[config.mk]
export PLATFORM = sky130hd
export DESIGN_NAME = edo_seq
export DESIGN_NICKNAME = d
export VERILOG_FILES = /design/src/rtl/edo_seq.sv
export SDC_FILE = /design/constraint.sdc
export NUM_CORES = 1
export LEC_CHECK = 0
export BUFFER_PORTS_ARGS = -buffer_cell sky130_fd_sc_hd__buf_2
export CORE_ASPECT_RATIO = 2
export CORE_UTILIZATION = 44
export DETAILED_ROUTE_END_ITERATION = 10
export PLACE_DENSITY_LB_ADDON = 0.05
export SYNTH_ARGS = -nofsm -noshare
export SYNTH_HDL_FRONTEND = slang
export SYNTH_SLANG_ARGS = --single-unit
[constraint.sdc]
create_clock -name clk -period 2.5 [get_ports clk]
set_clock_uncertainty 0.2 [all_clocks]
set_input_delay 0.125 -clock clk [delete_from_list [all_inputs] [get_ports clk]]
set_output_delay 0.125 -clock clk [all_outputs]
set_load 0.02 [all_outputs]
[src/rtl/edo_seq.sv]
module edo_seq #(
  parameter int ROW_W    = 12,
  parameter int COL_W    = 12,
  parameter int DATA_W   = 72,
  parameter int T_RP     = 2,
  parameter int T_RAS    = 3,
  parameter int T_RCD    = 1,
  parameter int T_CAS    = 1,
  parameter int T_CP     = 1,
  parameter int T_CAC    = 1,
  parameter int RASP_LIM = 5000
) (
  input  logic                     clk,
  input  logic                     rst_n,
  input  logic                     req_valid,
  output logic                     req_ready,
  input  logic                     req_write,
  input  logic [ROW_W+COL_W-1:0]   req_addr,
  input  logic [DATA_W-1:0]        req_wdata,
  output logic                     rd_valid,
  output logic [DATA_W-1:0]        rd_data,
  input  logic                     ref_req,
  output logic                     ref_gnt,
  output logic                     ras_n,
  output logic                     cas_n,
  output logic                     we_n,
  output logic                     oe_n,
  output logic [((ROW_W > COL_W) ? ROW_W : COL_W)-1:0] dram_addr,
  output logic [DATA_W-1:0]        dq_out,
  output logic                     dq_oe,
  input  logic [DATA_W-1:0]        dq_in
);
  localparam int A_W      = (ROW_W > COL_W) ? ROW_W : COL_W;
  localparam int CNT_W    = $clog2(T_RP + T_RCD + T_CAS + T_CP + T_CAC + 2);
  localparam int RAS_W    = $clog2(RASP_LIM + 1);
  localparam int PAGE_CYC = 1 + T_CAS + T_CP;
  localparam logic [CNT_W-1:0] RP_END  = CNT_W'(T_RP - 1);
  localparam logic [CNT_W-1:0] RCD_END = CNT_W'(T_RCD - 1);
  localparam logic [CNT_W-1:0] CAS_END = CNT_W'(T_CAS - 1);
  localparam logic [CNT_W-1:0] CP_END  = CNT_W'(T_CP - 1);
  localparam logic [CNT_W-1:0] CAC_N   = CNT_W'(T_CAC);
  localparam logic [RAS_W-1:0] RAS_MIN = RAS_W'(T_RAS - 1);
  localparam logic [RAS_W-1:0] RAS_END = RAS_W'(RASP_LIM - 1);
  localparam logic [RAS_W-1:0] PAGE_LAST = RAS_W'(RASP_LIM - PAGE_CYC - 2);

  typedef enum logic [3:0] {
    S_PRE, S_IDLE, S_ROW, S_ACT, S_COL, S_CASL, S_CASH, S_OPEN, S_GNT
  } st_t;

  st_t               st;
  logic [CNT_W-1:0]  cnt, cap_cnt;
  logic [RAS_W-1:0]  ras_cnt;
  logic [ROW_W-1:0]  open_row;
  logic [COL_W-1:0]  col_q;
  logic [DATA_W-1:0] wdata_q;
  logic              wr_q;

  wire [ROW_W-1:0] req_row = req_addr[ROW_W+COL_W-1:COL_W];
  wire [COL_W-1:0] req_col = req_addr[COL_W-1:0];
  wire row_low   = (st == S_ACT) || (st == S_COL) || (st == S_CASL) ||
                   (st == S_CASH) || (st == S_OPEN);
  wire hit       = (req_row == open_row);
  wire page_room = (ras_cnt <= PAGE_LAST);
  wire take      = req_valid && req_ready;

  assign req_ready = !ref_req && ((st == S_IDLE) || (st == S_OPEN && hit && page_room));
  assign ras_n   = !row_low;
  assign cas_n   = (st != S_CASL);
  assign we_n    = !(wr_q && ((st == S_COL) || (st == S_CASL)));
  assign dq_oe   = !we_n;
  assign dq_out  = wdata_q;
  assign oe_n    = !(row_low && !wr_q);
  assign ref_gnt = (st == S_GNT);

  always_ff @(posedge clk) begin
    if (!rst_n) begin
      st <= S_PRE; cnt <= '0; cap_cnt <= '0; ras_cnt <= '0;
      open_row <= '0; col_q <= '0; wdata_q <= '0; wr_q <= 1'b0;
      dram_addr <= '0; rd_valid <= 1'b0; rd_data <= '0;
    end else begin
      rd_valid <= 1'b0;
      if (cap_cnt != '0) begin
        cap_cnt <= cap_cnt - 1'b1;
        if (cap_cnt == CNT_W'(1)) begin
          rd_valid <= 1'b1;
          rd_data  <= dq_in;
        end
      end
      ras_cnt <= row_low ? ras_cnt + 1'b1 : '0;
      cnt <= cnt + 1'b1;
      case (st)
        S_PRE:  if (cnt == RP_END) begin st <= S_IDLE; cnt <= '0; end
        S_IDLE: begin
          if (ref_req) st <= S_GNT;
          else if (take) begin
            wr_q <= req_write; wdata_q <= req_wdata; col_q <= req_col;
            open_row <= req_row; dram_addr <= A_W'(req_row); st <= S_ROW;
          end
        end
        S_ROW:  begin st <= S_ACT; cnt <= '0; end
        S_ACT:  if (cnt == RCD_END) begin dram_addr <= A_W'(col_q); st <= S_COL; end
        S_COL:  begin
          st <= S_CASL; cnt <= '0;
          if (!wr_q) cap_cnt <= CAC_N;
        end
        S_CASL: if (cnt == CAS_END) begin st <= S_CASH; cnt <= '0; end
        S_CASH: if (cnt == CP_END) begin st <= S_OPEN; cnt <= '0; end
        S_OPEN: begin
          if (take) begin
            wr_q <= req_write; wdata_q <= req_wdata; col_q <= req_col;
            dram_addr <= A_W'(req_col); st <= S_COL;
          end else if ((ras_cnt >= RAS_END) ||
                       ((ref_req || req_valid) && ras_cnt >= RAS_MIN)) begin
            st <= S_PRE; cnt <= '0;
          end
        end
        S_GNT:  if (!ref_req) begin st <= S_PRE; cnt <= '0; end
        default: st <= S_PRE;
      endcase
    end
  end
endmodule

# Yosys cells after proc, flatten, opt, wreduce, memory -nomap -nowiden

Cells that the tools add are included.

Muxes and demuxes: 34
Reduce and logical (&&, ||, !) cells: 34
Equal/unequal tests: 22
Bitwise gates (word level): 1
Add/sub/neg operators: 3
$lt $le $gt $ge: 3

Operators by type and width:

| kind                                                                    | count |
|---|---|
| 72-bit 2-to-1 mux                                                       | 2 |
| 72-bit case mux with 2 select lines                                     | 1 |
| 12-bit 2-to-1 mux                                                       | 6 |
| 4-bit 2-to-1 mux                                                        | 9 |
| 12-bit case mux with 3 select lines                                     | 1 |
| 4-bit case mux with 9 select lines                                      | 1 |
| 3-bit 2-to-1 mux                                                        | 8 |
| 12-bit case mux with 2 select lines                                     | 1 |
| 4-bit by 3-bit equality test with 1-bit output (second input constant)  | 4 |
| 3-bit case mux with 5 select lines                                      | 1 |
| 13-bit by 1-bit adder with 13-bit output (second input constant)        | 1 |
| 13-bit >= comparator (second input constant)                            | 1 |
| 13-bit by 2-bit >= comparator with 1-bit output (second input constant) | 1 |
| 13-bit less-or-equal comparator (second input constant)                 | 1 |
| 12-bit equality test                                                    | 1 |
| 2-bit != test (second input constant)                                   | 5 |
| 4-bit by 2-bit equality test with 1-bit output (second input constant)  | 2 |
| 1-bit logical OR                                                        | 8 |
| 2-bit AND reduction                                                     | 4 |
| 1-bit logical AND                                                       | 7 |
| 7-bit AND reduction                                                     | 1 |
| 3-bit by 1-bit equality test with 1-bit output (second input constant)  | 2 |
| 2-bit by 1-bit != test with 1-bit output (second input constant)        | 3 |
| 3-bit nonzero test                                                      | 2 |
| 17 further kinds                                                        | 24 |

Output and inout bits: 164
Logic and storage cells: 108
Bits in registers: 205

# Logic depth before layout (Yosys ltp)

Depth in word-level cells: 9
Gate-level depth with buffers: 11
Mapped depth without buffers: 8

# Least setup slack after synthesis

No wires, ideal clock.

Kind: register -> register
From: register st[0]
To: register st[1]
Path slack: 0.133 ns
Data required time: 2.180 ns
Arrival time: 2.048 ns
Period minus slack after synthesis: 2.367 ns
Cell stages (with the launch flop): 10
Setup time: 0.120 ns
Path through: dfxtp_1 buf_4 and2b_2 and2_1 buf_4 o2111ai_4 or4_1 buf_2 and3_4 a211o_1

Word-level cells in the longest chain between the ends: 8

RTL lines:

| what                                                                                       | line   | source |
|---|---|---|
| start: declaration                                                                         | 50     | `st_t st;` |
| start signal: assignment                                                                   | 77     | `st <= S_PRE; cnt <= '0; cap_cnt <= '0; ras_cnt <= '0;` |
| start signal: assignment                                                                   | 92     | `S_PRE: if (cnt == RP_END) begin st <= S_IDLE; cnt <= '0; end` |
| start signal: assignment                                                                   | 94     | `if (ref_req) st <= S_GNT;` |
| 4-bit by 3-bit equality test with 1-bit output                                             | 66, 91 |  |
| 1-bit logical AND (2 in series)                                                            | 66     | `assign req_ready = !ref_req && ((st == S_IDLE) \|\| (st == S_OPEN && hit && page_room));` |
| 1-bit logical OR                                                                           | 66     |  |
| 1-bit logical AND                                                                          | 66     |  |
| 1-bit logical AND                                                                          | 64     | `wire take = req_valid && req_ready;` |
| 3-bit by 2-bit != test with 1-bit output (no line) (tied with other cells)                 | -      |  |
| 7-bit AND reduction (no line) / 4-bit case mux with 9 select lines (equally long branches) | -      |  |

Several ways; a longest one is shown, not always the timed one.
A chain may end at the register's enable or synchronous reset.

# Worst setup path in the final report

From: register open_row[4]
To: register wdata_q[7], in the netlist dq_out[7]

Word-level cells in the longest chain between the ends: 9

RTL lines:

| what                                  | line | source |
|---|---|---|
| start: declaration                    | 53   | `logic [ROW_W-1:0] open_row;` |
| start signal: assignment              | 78   | `open_row <= '0; col_q <= '0; wdata_q <= '0; wr_q <= 1'b0;` |
| start signal: assignment              | 97   | `open_row <= req_row; dram_addr <= A_W'(req_row); st <= S_ROW;` |
| 12-bit equality test *                | 62   | `wire hit = (req_row == open_row);` |
| 1-bit logical AND * (2 in series)     | 66   |  |
| 1-bit logical OR *                    | 66   |  |
| 1-bit logical AND *                   | 66   |  |
| 1-bit logical AND *                   | 64   |  |
| 72-bit 2-to-1 mux *                   | -    |  |
| 72-bit 2-to-1 mux                     | -    |  |
| 72-bit case mux with 2 select lines * | -    |  |
| end signal: assignment                | 96   | `wr_q <= req_write; wdata_q <= req_wdata; col_q <= req_col;` |
| end signal: assignment                | 110  | `wr_q <= req_write; wdata_q <= req_wdata; col_q <= req_col;` |
| end: declaration                      | 55   | `logic [DATA_W-1:0] wdata_q;` |

Mark *: on every way between the ends. The rest lies on a longest branch, timed or not. The select of a mux whose other input is x is not followed.

==> run_results.csv <==
group,metric,value,unit
setup_path,worst_setup_path_start_kind,"register",
placed_design,placed_cells,1588,
detailed_routing,vias,9119,
setup_path,crit_required,2.66,ns
worst_hold_path,whs_path_depth,2,
floorplan,start_util,0.451,
clock_network,clk_path_buf_depth,3,
sta,finalMaxSlewViolations,0,
grt,grt.total_usage,0.266,
placed_design,hpwlAfterDp,18.0,mm
detailed_routing,wl,28.4,mm
sta,period_minus_slack,2.42,ns
sta,setup_ws,0.0837,ns
sta,setup_viol,0,
setup_path,path_common_cell,"buf_4",
placed_design,io_buffers,336,
grt,antenna_found_initial,1,
sta,fmax,0.414,GHz
worst_hold_path,worstHoldStart,"rst_n",
sta,period_share,0.967,
layout,area_growth,54.1,%
floorplan,die_area,20500,µm²
grt,grt_max_degree,72,
yosys,syn_area_per_cell,8.54,µm²
sta,setup-tns-final,0,ns
grt,grt_overflow,0,
clock_network,cts_tree,"done",
setup_path,endpoint_kind,"register",
power_and_ir_drop,ir_drop,0.587,mV
grt,grt_first_pass_wirelength,44.0,mm
detailed_routing,drtAntennaViolNets,0,
yosys,ys_ff_latch,205,
setup_path,slowest_stage,"or4_4",
setup_path,r2r_cells,9,
worst_hold_path,holdPathEnd,"rd_data[28]$_SDFFE_PN0P_",
layout,drive_above_1_share,0.292,
floorplan,rows,72,
setup_path,cpPeakStageDelay,0.46,ns
clock_network,cts_max_level,1,
run,drv_cap,0,
floorplan,placeableCoreArea,19500,µm²
power_and_ir_drop,cellPowerDensity,703,nW/µm²
yosys,yosysSeqAreaShare,0.468,
setup_path,worst-path-max-fanout,22,
floorplan,die_x,102,µm
yosys,synth_top_area_cell,"dfxtp_1",
detailed_routing,drt-pass1-iter-count,7,
clock_network,numCtsBuffers,19,
layout,nNetsFinal,1707,
setup_path,reg2reg_slack,0.08,ns
power_and_ir_drop,p_leak,5.77,nW
power_and_ir_drop,p_total,9.49,mW
setup_path,reg2reg_to,"dq_out[7]$_SDFFE_PN0P_",
setup_path,crit_type,"reg2reg",
detailed_routing,viasPerCell,5.07,
setup_path,critical_path.top_delay_family,"simple AND/OR/NAND/NOR gates",
grt,grt_pass1_vias,9188,
clock_network,path_clk_slew,0.07,ns
yosys,synthCells,1027,
setup_path,worstSetupPathDepth,9,
yosys,synth_top_area_share,0.468,
yosys,async_flop_share,0,
setup_path,cp.arrival,2.58,ns
yosys,ys_top_cells_by_count,"207 x nand2_1, 205 x dfxtp_1, 139 x a21boi_0, 93 x o21ai_0, 89 x nand3_1",
sta,rsz0062_at_grt,"false",
yosys,synth_nets,1208,
setup_path,path_cells,"xor2_1, nor4_2, buf_4, nand3_4, or4_4, buf_4, buf_16, nand3_1, a21boi_1",
clock_network,cts_root_buf,"clkbuf_16",
setup_path,critPathBufInv,3,
sta,hold_viol,0,
sta,whs,0.0141,ns
detailed_routing,wl_per_cell,15.8,µm
detailed_routing,route.detailed.drc,0,
outcome,status,"complete, no violations",
layout,fillers,1638,
yosys,synth.most_common_cell,"nand2_1",
yosys,synth_edf_count,0,
placed_design,gp_congestion,0.818,
yosys,ys_types,49,
floorplan,ios,337,
layout,fin_cells,1798,
yosys,yosysWarningCount,0,
sta,slew_headroom,0.550,
sta,worst_slew_pin_slew,0.675,ns
clock_network,clkSinkCount,205,
detailed_routing,initialDrtViolationCount,399,
worst_hold_path,min_path_type,"in2reg",
yosys,synthesis.area,8770,µm²
placed_design,dp_slack,-0.181,ns
yosys,ys.flop_type,"dfxtp_1",
yosys,synth_area_leaders,"dfxtp_1 47%, a21boi_0 12%, nand2_1 8.9%, o21ai_0 5.3%, nand3_1 5.1%",
setup_path,r2r-start,"open_row[4]$_SDFFE_PN0P_",
floorplan,die_y,202,µm
clock_network,worstSkewPairLatency,0.49,ns
==> per-layer routing <==
metal  vias up  global-route usage  part of all wire
met3        82              0.0445             0.058
li1       4510                   -                 -
met2       331               0.486              0.52
met1      4196               0.285              0.37
met5         -                   0                 0
met4         0               0.138             0.046
==> flip-flops by register name, indices dropped and copies added (netlist names) <==
signal	count
rd_data	72
ras_cnt	13
cap_cnt	3
cnt	3
col_q	12
wr_q	1
rd_valid	1
open_row	12
st	4
dram_addr	12
dq_out	72
==> cells in the final DEF (no fill, tap or decap), drive strengths merged, types with 2 or more instances in the layout <==
cell | Yosys | final
nand2 | 207 | 207
o21ai | 93 | 93
nor4 | 7 | 7
nor3b | 2 | 2
or3 | 6 | 6
inv | 11 | 12
or2 | 2 | 2
nand4 | 6 | 6
xnor2 | 9 | 9
and3 | 4 | 4
nor2b | 3 | 3
xor2 | 14 | 14
nand3 | 89 | 89
a21boi | 170 | 170
dfxtp | 205 | 205
a211o | 3 | 3
mux2i | 26 | 26
nor3 | 6 | 6
a21oi | 6 | 6
buf | 21 | 392
ha | 8 | 8
nand3b | 2 | 2
o2111ai | 2 | 2
clkbuf | 67 | 29
nand2b | 4 | 4
dlygate4sd3 | 0 | 171
o211ai | 12 | 12
a211oi | 3 | 3
clkinv | 0 | 4
nor2 | 20 | 20
and2 | 8 | 8
==> worst max-delay path by stage <==
stage	start	end	slack (ns)
2_1_floorplan	st[0]$_SDFFE_PN0P_	st[1]$_SDFFE_PN0P_	0.13
3_3_place_gp	open_row[10]$_SDFFE_PN0P_	dq_out[38]$_SDFFE_PN0P_	-0.08
3_5_place_dp	open_row[10]$_SDFFE_PN0P_	st[1]$_SDFFE_PN0P_	-0.18
4_1_cts	cnt[0]$_SDFF_PN0_	dram_addr[2]$_SDFFE_PN0P_	0.003
5_1_grt	open_row[4]$_SDFFE_PN0P_	dq_out[21]$_SDFFE_PN0P_	0.005
6_report	open_row[4]$_SDFFE_PN0P_	dq_out[7]$_SDFFE_PN0P_	0.08
==> final cells by class <==
| type | count | area (µm²) | share of cell area |
|---|---|---|---|
| Sequential cell | 205 | 4110 | 0.304 |
| Tap cell | 259 | 324 | 0.0240 |
| Clock inverter | 7 | 66.3 | 0.00491 |
| Antenna cell | 1 | 2.50 | 0.000185 |
| Multi-Input combinational cell | 723 | 4310 | 0.319 |
| Clock buffer | 26 | 552 | 0.0408 |
| Timing Repair Buffer | 566 | 4110 | 0.304 |
| Inverter | 11 | 41.3 | 0.00306 |
==> timing repair <==
item / CTS / global route
hold endpoints to repair: 182 / 0
cloned: 1 / 3
setup buffers: 0 / 3
setup endpoints to repair: 100 / 101
resized for setup: 10 / 15
pin swaps: 3 / 6
hold buffers: 171 / 0
==> metrics by stage <==
step / cell area [µm²] / utilization
6_report: 13500 / 0.694
3_5_place_dp: 11000 / 0.564
4_1_cts: 13400 / 0.686
5_1_grt: 13500 / 0.694
3_3_place_gp: 11000 / 0.564
2_1_floorplan: 8770 / -
==> cells by family after synthesis <==
logic type,after synthesis,share of synthesized area
AND/OR/NAND/NOR,371,0.191
AO/OA/AOI/OAI,295,0.227
flip-flops,205,0.468
buffers and inverters,99,0.0497
multiplexers,26,0.0297
XOR/XNOR,23,0.0230
adder cells (fa/ha/maj),8,0.0114
==> report_power, final <==
group | internal (mW) | switching, mW | leakage [nW]
combinational | 1.20 | 1.57 | 3.80
sequential | 3.62 | 0.195 | 1.66
clock | 1.65 | 1.26 | 0.307
total | 6.47 | 3.02 | 5.77
==> worst reg2reg max path: cells and delay by family, from the launching register on <==
kind / cells / cell delay, ns
AOI/OAI and AO/OA: 1 / 0.08
DFF: 1 / 0.32
and+or+nand+nor: 4 / 1.01
buffers and inverters: 3 / 0.52
xor gates and xnor gates: 1 / 0.16
(Power assumes the default switching activity.)
